File: config.mk
export PLATFORM = sky130hd
export DESIGN_NAME = can_irq_vector
export DESIGN_NICKNAME = d
export VERILOG_FILES = /design/src/rtl/can_irq_pkg.sv /design/src/rtl/irq_flag_bank.sv /design/src/rtl/irq_prio_enc.sv /design/src/rtl/can_irq_vector.sv
export SDC_FILE = /design/constraint.sdc
export NUM_CORES = 1
export LEC_CHECK = 0
export ABC_AREA = 1
export BUFFER_PORTS_ARGS = -buffer_cell sky130_fd_sc_hd__buf_4
export CAP_MARGIN = 20
export CORE_UTILIZATION = 56
export CTS_CLUSTER_SIZE = 8
export DETAILED_ROUTE_END_ITERATION = 12
export PLACE_DENSITY = 0.83
export SLEW_MARGIN = 25
export SYNTH_ARGS = -nofsm -noshare
export SYNTH_HDL_FRONTEND = slang
export SYNTH_SLANG_ARGS = --single-unit
File: constraint.sdc
create_clock -name clk -period 2.8 [get_ports clk]
set_input_delay 0.56 -clock clk [delete_from_list [all_inputs] [get_ports clk]]
set_output_delay 0.56 -clock clk [all_outputs]
set_load 0.02 [all_outputs]
File: src/rtl/can_irq_pkg.sv
package can_irq_pkg;
    localparam int BUF_N   = 16;
    localparam int SYS_N   = 3;
    localparam int SRC_N   = SYS_N + BUF_N;
    localparam int IDX_W   = $clog2(SRC_N);
    localparam int BASE_W  = 3;
    localparam int VEC_W   = BASE_W + IDX_W;
    localparam int DATA_W  = 16;
    localparam int ADDR_W  = 3;
    localparam int CTRL_N  = 2;

    // Register addresses
    localparam logic [ADDR_W-1:0] A_BFLAG = 3'd0;
    localparam logic [ADDR_W-1:0] A_BMASK = 3'd1;
    localparam logic [ADDR_W-1:0] A_SFLAG = 3'd2;
    localparam logic [ADDR_W-1:0] A_CTRL  = 3'd3;
    localparam logic [ADDR_W-1:0] A_CFG   = 3'd4;

    // Bit position of the vector base inside the configuration register
    localparam int CFG_BASE_LSB = 5;

    typedef struct packed {
        logic [BUF_N-1:0]  bmask;
        logic [CTRL_N-1:0] cmask;   // bit0 bus-off, bit1 error
        logic              wmask;
        logic [BASE_W-1:0] base;
    } cfg_regs_t;
endpackage

File: src/rtl/irq_flag_bank.sv
module irq_flag_bank #(
    parameter int W = 16
) (
    input  logic         clk,
    input  logic         rst_n,
    input  logic [W-1:0] evt,
    input  logic         rd_hit,
    input  logic         wr_hit,
    input  logic [W-1:0] wdata,
    output logic [W-1:0] flag
);
    typedef struct packed {
        logic [W-1:0] flag;
        logic [W-1:0] armed;
    } bank_t;

    bank_t st_d, st_q;
    logic [W-1:0] clr;

    always_comb begin
        st_d = st_q;
        // A clear needs a previous qualifying read and a zero in the write data
        clr = {W{wr_hit}} & st_q.armed & ~wdata;
        // A new event wins over a clear in the same cycle
        st_d.flag = (st_q.flag & ~clr) | evt;
        if (wr_hit) begin
            st_d.armed = '0;
        end else begin
            st_d.armed = st_q.armed | ({W{rd_hit}} & st_q.flag);
        end
        st_d.armed = st_d.armed & ~evt;
    end

    always_ff @(posedge clk or negedge rst_n) begin
        if (!rst_n) begin
            st_q <= '0;
        end else begin
            st_q <= st_d;
        end
    end

    assign flag = st_q.flag;
endmodule

File: src/rtl/irq_prio_enc.sv
module irq_prio_enc #(
    parameter int N     = 19,
    parameter int IDX_W = 5
) (
    input  logic [N-1:0]     pend,
    output logic             any,
    output logic [IDX_W-1:0] idx
);
    always_comb begin
        any = |pend;
        idx = '0;
        // Walk downwards so that the lowest set index is the one that remains
        for (int i = N - 1; i >= 0; i--) begin
            if (pend[i]) begin
                idx = IDX_W'(i);
            end
        end
    end
endmodule

File: src/rtl/can_irq_vector.sv
module can_irq_vector
    import can_irq_pkg::*;
(
    input  logic              clk,
    input  logic              rst_n,
    input  logic [BUF_N-1:0]  buf_tx_done,
    input  logic [BUF_N-1:0]  buf_rx_done,
    input  logic              busoff_evt,
    input  logic              error_evt,
    input  logic              wake_evt,
    input  logic [ADDR_W-1:0] reg_addr,
    input  logic              reg_rd,
    input  logic              reg_wr,
    input  logic [DATA_W-1:0] reg_wdata,
    output logic [DATA_W-1:0] reg_rdata,
    output logic              irq_req,
    output logic [VEC_W-1:0]  irq_vector
);
    cfg_regs_t cfg_d, cfg_q;

    logic [BUF_N-1:0] buf_evt;
    logic [SYS_N-1:0] sys_evt;
    logic [BUF_N-1:0] bflag;
    logic [SYS_N-1:0] sflag;
    logic [SYS_N-1:0] smask;
    logic [SRC_N-1:0] pend;
    logic             pend_any;
    logic [IDX_W-1:0] pend_idx;

    // Transmit and receive completion share one flag
    assign buf_evt = buf_tx_done | buf_rx_done;
    assign sys_evt = {wake_evt, error_evt, busoff_evt};

    irq_flag_bank #(.W(BUF_N)) u_bflag (
        .clk    (clk),
        .rst_n  (rst_n),
        .evt    (buf_evt),
        .rd_hit (reg_rd && reg_addr == A_BFLAG),
        .wr_hit (reg_wr && reg_addr == A_BFLAG),
        .wdata  (reg_wdata[BUF_N-1:0]),
        .flag   (bflag)
    );

    irq_flag_bank #(.W(SYS_N)) u_sflag (
        .clk    (clk),
        .rst_n  (rst_n),
        .evt    (sys_evt),
        .rd_hit (reg_rd && reg_addr == A_SFLAG),
        .wr_hit (reg_wr && reg_addr == A_SFLAG),
        .wdata  (reg_wdata[SYS_N-1:0]),
        .flag   (sflag)
    );

    always_comb begin
        cfg_d = cfg_q;
        if (reg_wr) begin
            case (reg_addr)
                A_BMASK: cfg_d.bmask = reg_wdata[BUF_N-1:0];
                A_CTRL:  cfg_d.cmask = reg_wdata[CTRL_N-1:0];
                A_CFG: begin
                    cfg_d.wmask = reg_wdata[0];
                    cfg_d.base  = reg_wdata[CFG_BASE_LSB +: BASE_W];
                end
                default: ;
            endcase
        end
    end

    always_ff @(posedge clk or negedge rst_n) begin
        if (!rst_n) begin
            cfg_q <= '0;
        end else begin
            cfg_q <= cfg_d;
        end
    end

    always_comb begin
        reg_rdata = '0;
        case (reg_addr)
            A_BFLAG: reg_rdata[BUF_N-1:0]  = bflag;
            A_BMASK: reg_rdata[BUF_N-1:0]  = cfg_q.bmask;
            A_SFLAG: reg_rdata[SYS_N-1:0]  = sflag;
            A_CTRL:  reg_rdata[CTRL_N-1:0] = cfg_q.cmask;
            A_CFG: begin
                reg_rdata[0]                      = cfg_q.wmask;
                reg_rdata[CFG_BASE_LSB +: BASE_W] = cfg_q.base;
            end
            default: ;
        endcase
    end

    // Priority order: bus-off, error, wake-up, then buffers 0..15
    assign smask = {cfg_q.wmask, cfg_q.cmask};
    assign pend  = {bflag & cfg_q.bmask, sflag & smask};

    irq_prio_enc #(.N(SRC_N), .IDX_W(IDX_W)) u_enc (
        .pend (pend),
        .any  (pend_any),
        .idx  (pend_idx)
    );

    assign irq_req    = pend_any;
    assign irq_vector = {cfg_q.base, pend_any ? pend_idx : {IDX_W{1'b0}}};
endmodule

### Word level (Yosys, flattened, before mapping)

Cells that the tools add are included.

* flip-flop bits (word level): 60
* bits in latches: 0
* bits in writable memories: 0
* memory bits (read-only): 0
* input port bits: 58
* output and inout port bits: 25
* word-level logic and storage cells: 72
* memories kept: 0

* add/sub/neg operators: 0
* $mul: 0
* divide/modulo/power cells: 0
* magnitude comparators: 0
* eq/ne operators: 4
* shift-type cells: 0
* multiplexer cells: 28
* bitwise gates (word level): 23
* reduce and logical (&&, ||, !) cells: 9

Operator list (count)
* $mux W5: 20
* $and A16 B16 Y16: 6
* $not A16 Y16: 3
* $or A16 B16 Y16: 3
* $reduce_or A19 Y1: 1
* $and A3 B3 Y3: 6
* $mux W16: 1
* $pmux W8 S2: 1
* $not A3 Y3: 3
* $pmux W3 S3: 1
* $eq A3 B2 Y1 const B: 2
* $or A3 B3 Y3: 2
* $reduce_and A2 Y1: 3
* $pmux W1 S5: 1
* $logic_and A1 B1 Y1: 4
* $pmux W1 S4: 1
* $pmux W2 S2: 1
* $eq A3 B1 Y1 const B: 1
* $eq A3 B3 Y1 const B: 1
* $logic_not A3 Y1: 1
* $mux W3: 1
* $pmux W1 S3: 1

### Depth between registers and ports, before layout

* depth after elaboration: 21
* mapped depth: 18
* gate-level depth less buffers: 18

### Modules after synthesis

Synthesis repeated with hierarchy kept, for this count alone.

* cell total of the unflattened synthesis: 566
* area total of the unflattened synthesis: 3737.3 µm²

By module, submodules not included
* irq_flag_bank at u_bflag: instances 1, cells an instance 229, area each 1650.3 µm², sequential area each 800.8 µm²
* can_irq_vector: instances 1, cells an instance 235, area each 1526.5 µm², sequential area each 550.5 µm²
* irq_flag_bank at u_sflag: instances 1, cells an instance 42, area each 300.3 µm², sequential area each 150.1 µm²
* irq_prio_enc: instances 1, cells an instance 60, area each 260.2 µm², sequential area each 0.0 µm²

### Worst setup path before layout

No wires, ideal clock.

* kind: input to output
* start: in reg_addr[2]
* end: out reg_rdata[10]
* arrival time: 1.496 ns
* required time: 2.240 ns
* path slack: 0.744 ns
* stages: 4
* path buffers: 1
* path through: nor2_2 -> nand2_2 -> clkbuf_1 -> o21ai_0

* longest elaborated chain between the ends: 2

Ends and longest elaborated chain
* start, declared: line can_irq_vector.sv:11 `input logic [ADDR_W-1:0] reg_addr,`
* $eq A3 B1 Y1 or $logic_not A3 Y1 (tied branches): line can_irq_vector.sv:79 `case (reg_addr)`
* $pmux W8 S2 (*): line can_irq_vector.sv:79
* end, declared: line can_irq_vector.sv:15 `output logic [DATA_W-1:0] reg_rdata,`

Mark *: on every way between the ends. The rest lies on a longest branch, timed or not.

### Worst setup path in the final report

* start: reg cfg_q[19] (netlist bit)
* end: out irq_vector[0]

* longest elaborated chain between the ends: 19

Ends and longest elaborated chain
* start, declared: line can_irq_vector.sv:19 `cfg_regs_t cfg_d, cfg_q;`
* start signal, assigned: line can_irq_vector.sv:73 `cfg_q <= cfg_d;`
* $and A16 B16 Y16 (*): line can_irq_vector.sv:94 `assign pend = {bflag & cfg_q.bmask, sflag & smask};`
* $mux W5 (17 in series): line irq_prio_enc.sv:14 `if (pend[i]) begin`
* $mux W5 (*): line can_irq_vector.sv:103 `assign irq_vector = {cfg_q.base, pend_any ? pend_idx : {IDX_W{1'b0}}};`
* end, declared: line can_irq_vector.sv:17 `output logic [VEC_W-1:0] irq_vector`

Marked as above.

==> metrics.md <==
| Metric | Value |
|---|---|
| Status | `completed` |
| Pleak | `2.00 nW` |
| Max IR drop VDD | `0.000396 V` |
| Layout Skew | `5.48 ps` |
| Seq/Total Area, Yosys | `49.9%` |
| Gr usage total | `28.7%` |
| HPWL Detailed | `5220 um` |
| Clock tree from TritonCTS | `built` |
| Hold_buf cts | `0` |
| Design area | `3860 um2` |
| Final setup TNS | `0 ps` |
| Area leader, netlist | `dfrtp_1` |
| FP Rows | `26` |
| Post-Synth Adder-Cell Area | `0%` |
| Starting Density | `58.5%` |
| Gr ovfl total | `0` |
| CTS resizes | `0` |
| Flop-to-flop setup slack | `1910 ps` |
| TritonRoute pass-1 iters | `5` |
| Initial antenna violation count | `0` |
| Largest family of logic cells by synthesized area | `simple AND/OR/NAND/NOR gates` |
| Synth warn | `0` |
| Layout cells sized above 1 | `25.9%` |
| Clk_lat worst skew | `340 ps` |
| Cell with the most instances after synthesis | `nand2_1` |
| Slew Limit Fails | `0` |
| Final Hold Fails | `0` |
| Core Box Area | `5140 um2` |
| CP Max Fanout | `3` |
| Fillers | `427` |
| Critical Path Source | `cfg_q[19]` |
| Worst-Margin Slew | `759 ps` |
| Synthesized area per cell | `7.87 um2` |
| Input/output buffers | `82` |
| Post-synth EDFFs | `0` |
| Synth Area in Compound Gates | `13.7%` |
| Cells on worst reg2reg path | `4` |
| Vias | `2837` |
| Hold WS | `273 ps` |
| Largest net degree at the start of global routing | `61` |
| Asr flop ratio synth | `100%` |
| 1st-iter DRT viols | `210` |
| Final Util | `75.0%` |
| Reg-to-reg critical path startpoint | `u_bflag.flag[7]` |
| I/O pins | `83` |
| Synth Net Count | `440` |
| Reg-to-reg endpoint | `u_bflag.st_q[7]` |
| Crit path DAT | `1940 ps` |
| Post-DP Area | `3650 um2` |
| # Max-Cap Violations | `0` |
| CP required | `2240 ps` |
| Post-synth top flop | `dfrtp_1` |
| Synth Area in Simple Gates | `24.0%` |
| #FFs+latches synth | `60` |
| Clock buffer count from CTS | `9` |
| Area delta synth->final | `28.2%` |
| Post-synthesis xor/xnor area fraction | `0%` |
| Final Cycle Share | `89.3%` |
| Cell variety after synth | `28` |
| Clock root buffer | `clkbuf_8` |
| Fmax achieved | `400 MHz` |
| Number of global-route vias before repair | `2796` |
| Die footprint | `5670 um2` |
| Cell Pwr Density | `588 nW/um2` |
| Wire per inst | `13.7 um` |
| Global-route wire length before repair | `12000 um` |
| Vias/cell | `5.24` |
| Setup violations, final | `0` |
| Critical path class | `flip-flop to output port` |
| Crit path time final | `2500 ps` |
| Setup crit end kind | `output port` |
| Unrepaired setup endpoints after global routing | `false` |
| Antenna Nets Post-Route | `0` |
| Total Power | `2.27 mW` |
| Post-CTS Repair Setup Buffers | `0` |
| Hold WC Path Type | `input pin to asynchronous set/reset pin` |
| Drt drc | `0` |
| Drt total wl | `7440 um` |
| Mux cell area share after synthesis | `3.74%` |
| Number of diodes | `0` |
| Global placement routability congestion | `0.874` |
| Die Height | `75.3 um` |
| Die span in x | `75.3 um` |
| Slew margin rel. | `49.4%` |
| Top cells by count, synth | `99 x nand2_1, 60 x dfrtp_1, 56 x o21ai_0, 47 x inv_1, 45 x nor2_1` |
| Synthesized area | `3010 um2` |
| Clk buf depth | `2` |
| Reg clk slew, reported paths | `70 ps` |
| Num Clock Sinks | `60` |
| Depth of the CTS H-tree | `3` |
| Critical Path Source Type | `flip-flop` |
| Layout Nets | `524` |
| Area contributors post-synth | `dfrtp_1 50%, nand2_1 12%, o21ai_0 9.3%, inv_1 5.9%, nor2_1 5.6%` |
| Post-synth top area share | `49.9%` |
| Mapped Cells | `382` |
## where the power goes
group | internal (mW) | leakage [nW] | total [mW] | switching, mW
clock network | 0.457 | 0.102 | 0.798 | 0.341
registers | 0.936 | 0.701 | 0.989 | 0.0527
logic | 0.207 | 1.19 | 0.481 | 0.273
total | 1.60 | 2.00 | 2.27 | 0.668
## metrics by stage
step	worst slack [ps]	cells
4_1_cts	305	541
3_5_place_dp	656	525
5_1_grt	93.9	541
6_report	298	541
2_1_floorplan	744	382
3_3_place_gp	677	525
## layer usage
metal | GRT usage (%) | share of wire, % | vias to the layer above
li1 | - | - | 1387
met1 | 35.1 | 44 | 1341
met2 | 49.9 | 49 | 94
met3 | 4.10 | 4.8 | 15
met4 | 13.8 | 2.0 | 0
met5 | 0 | 0 | -
## cells by family after synthesis
| group | after synthesis |
|---|---|
| muxes | 10 |
| and+or+nand+nor | 175 |
| buffers and inverters | 62 |
| DFF | 60 |
| AOI/OAI and AO/OA | 75 |
## worst max-delay path by stage
stage	to	slack (ps)
6_report	irq_vector[0]	300
5_1_grt	irq_vector[0]	90
4_1_cts	irq_vector[0]	310
3_5_place_dp	reg_rdata[0]	660
3_3_place_gp	reg_rdata[1]	680
2_1_floorplan	reg_rdata[10]	740
## flip-flops by register name, summed over array words and instances (netlist names)
name / flops
u_bflag.st_q: 16
u_bflag.flag: 16
u_sflag.st_q: 3
u_sflag.flag: 3
irq_vector: 3
cfg_q: 19
## cells in the final DEF (no fill, tap or decap), drive strengths merged, types with 2 or more instances in the layout
cell,count
a21oi,3
nand2,102
o211ai,4
buf,83
dfrtp,60
a22oi,2
mux2,10
a31oi,4
o22ai,2
clkbuf,12
nand3,2
or2,2
inv,52
o21ai,57
clkinv,2
nor3,20
nor2,48
## area by class of cell
cell class	count	area (um2)	area share (%)
clock inverter	4	47.5	1.23
sequential	60	1500	38.9
multi-input combinational	260	1250	32.3
tap	70	87.6	2.27
inverter	52	195	5.06
clock buffer	12	155	4.02
timing repair buffer	83	623	16.2
## worst max-delay path: stages, from the launching register on
cell	delay (ps)
dfrtp_1	400
nand2_1	100
nand2_1	60
nand2_1	50
nand2_1	50
nand2_1	50
nand2_1	50
nand2_1	50
nand2_1	40
nand2_1	50
nand2_1	60
nand2_1	60
nand2_1	50
nand2_1	50
nand2_1	60
nand2_1	50
nand2_1	60
a21oi_2	150
buf_4	160
(Power assumes the default switching activity.)
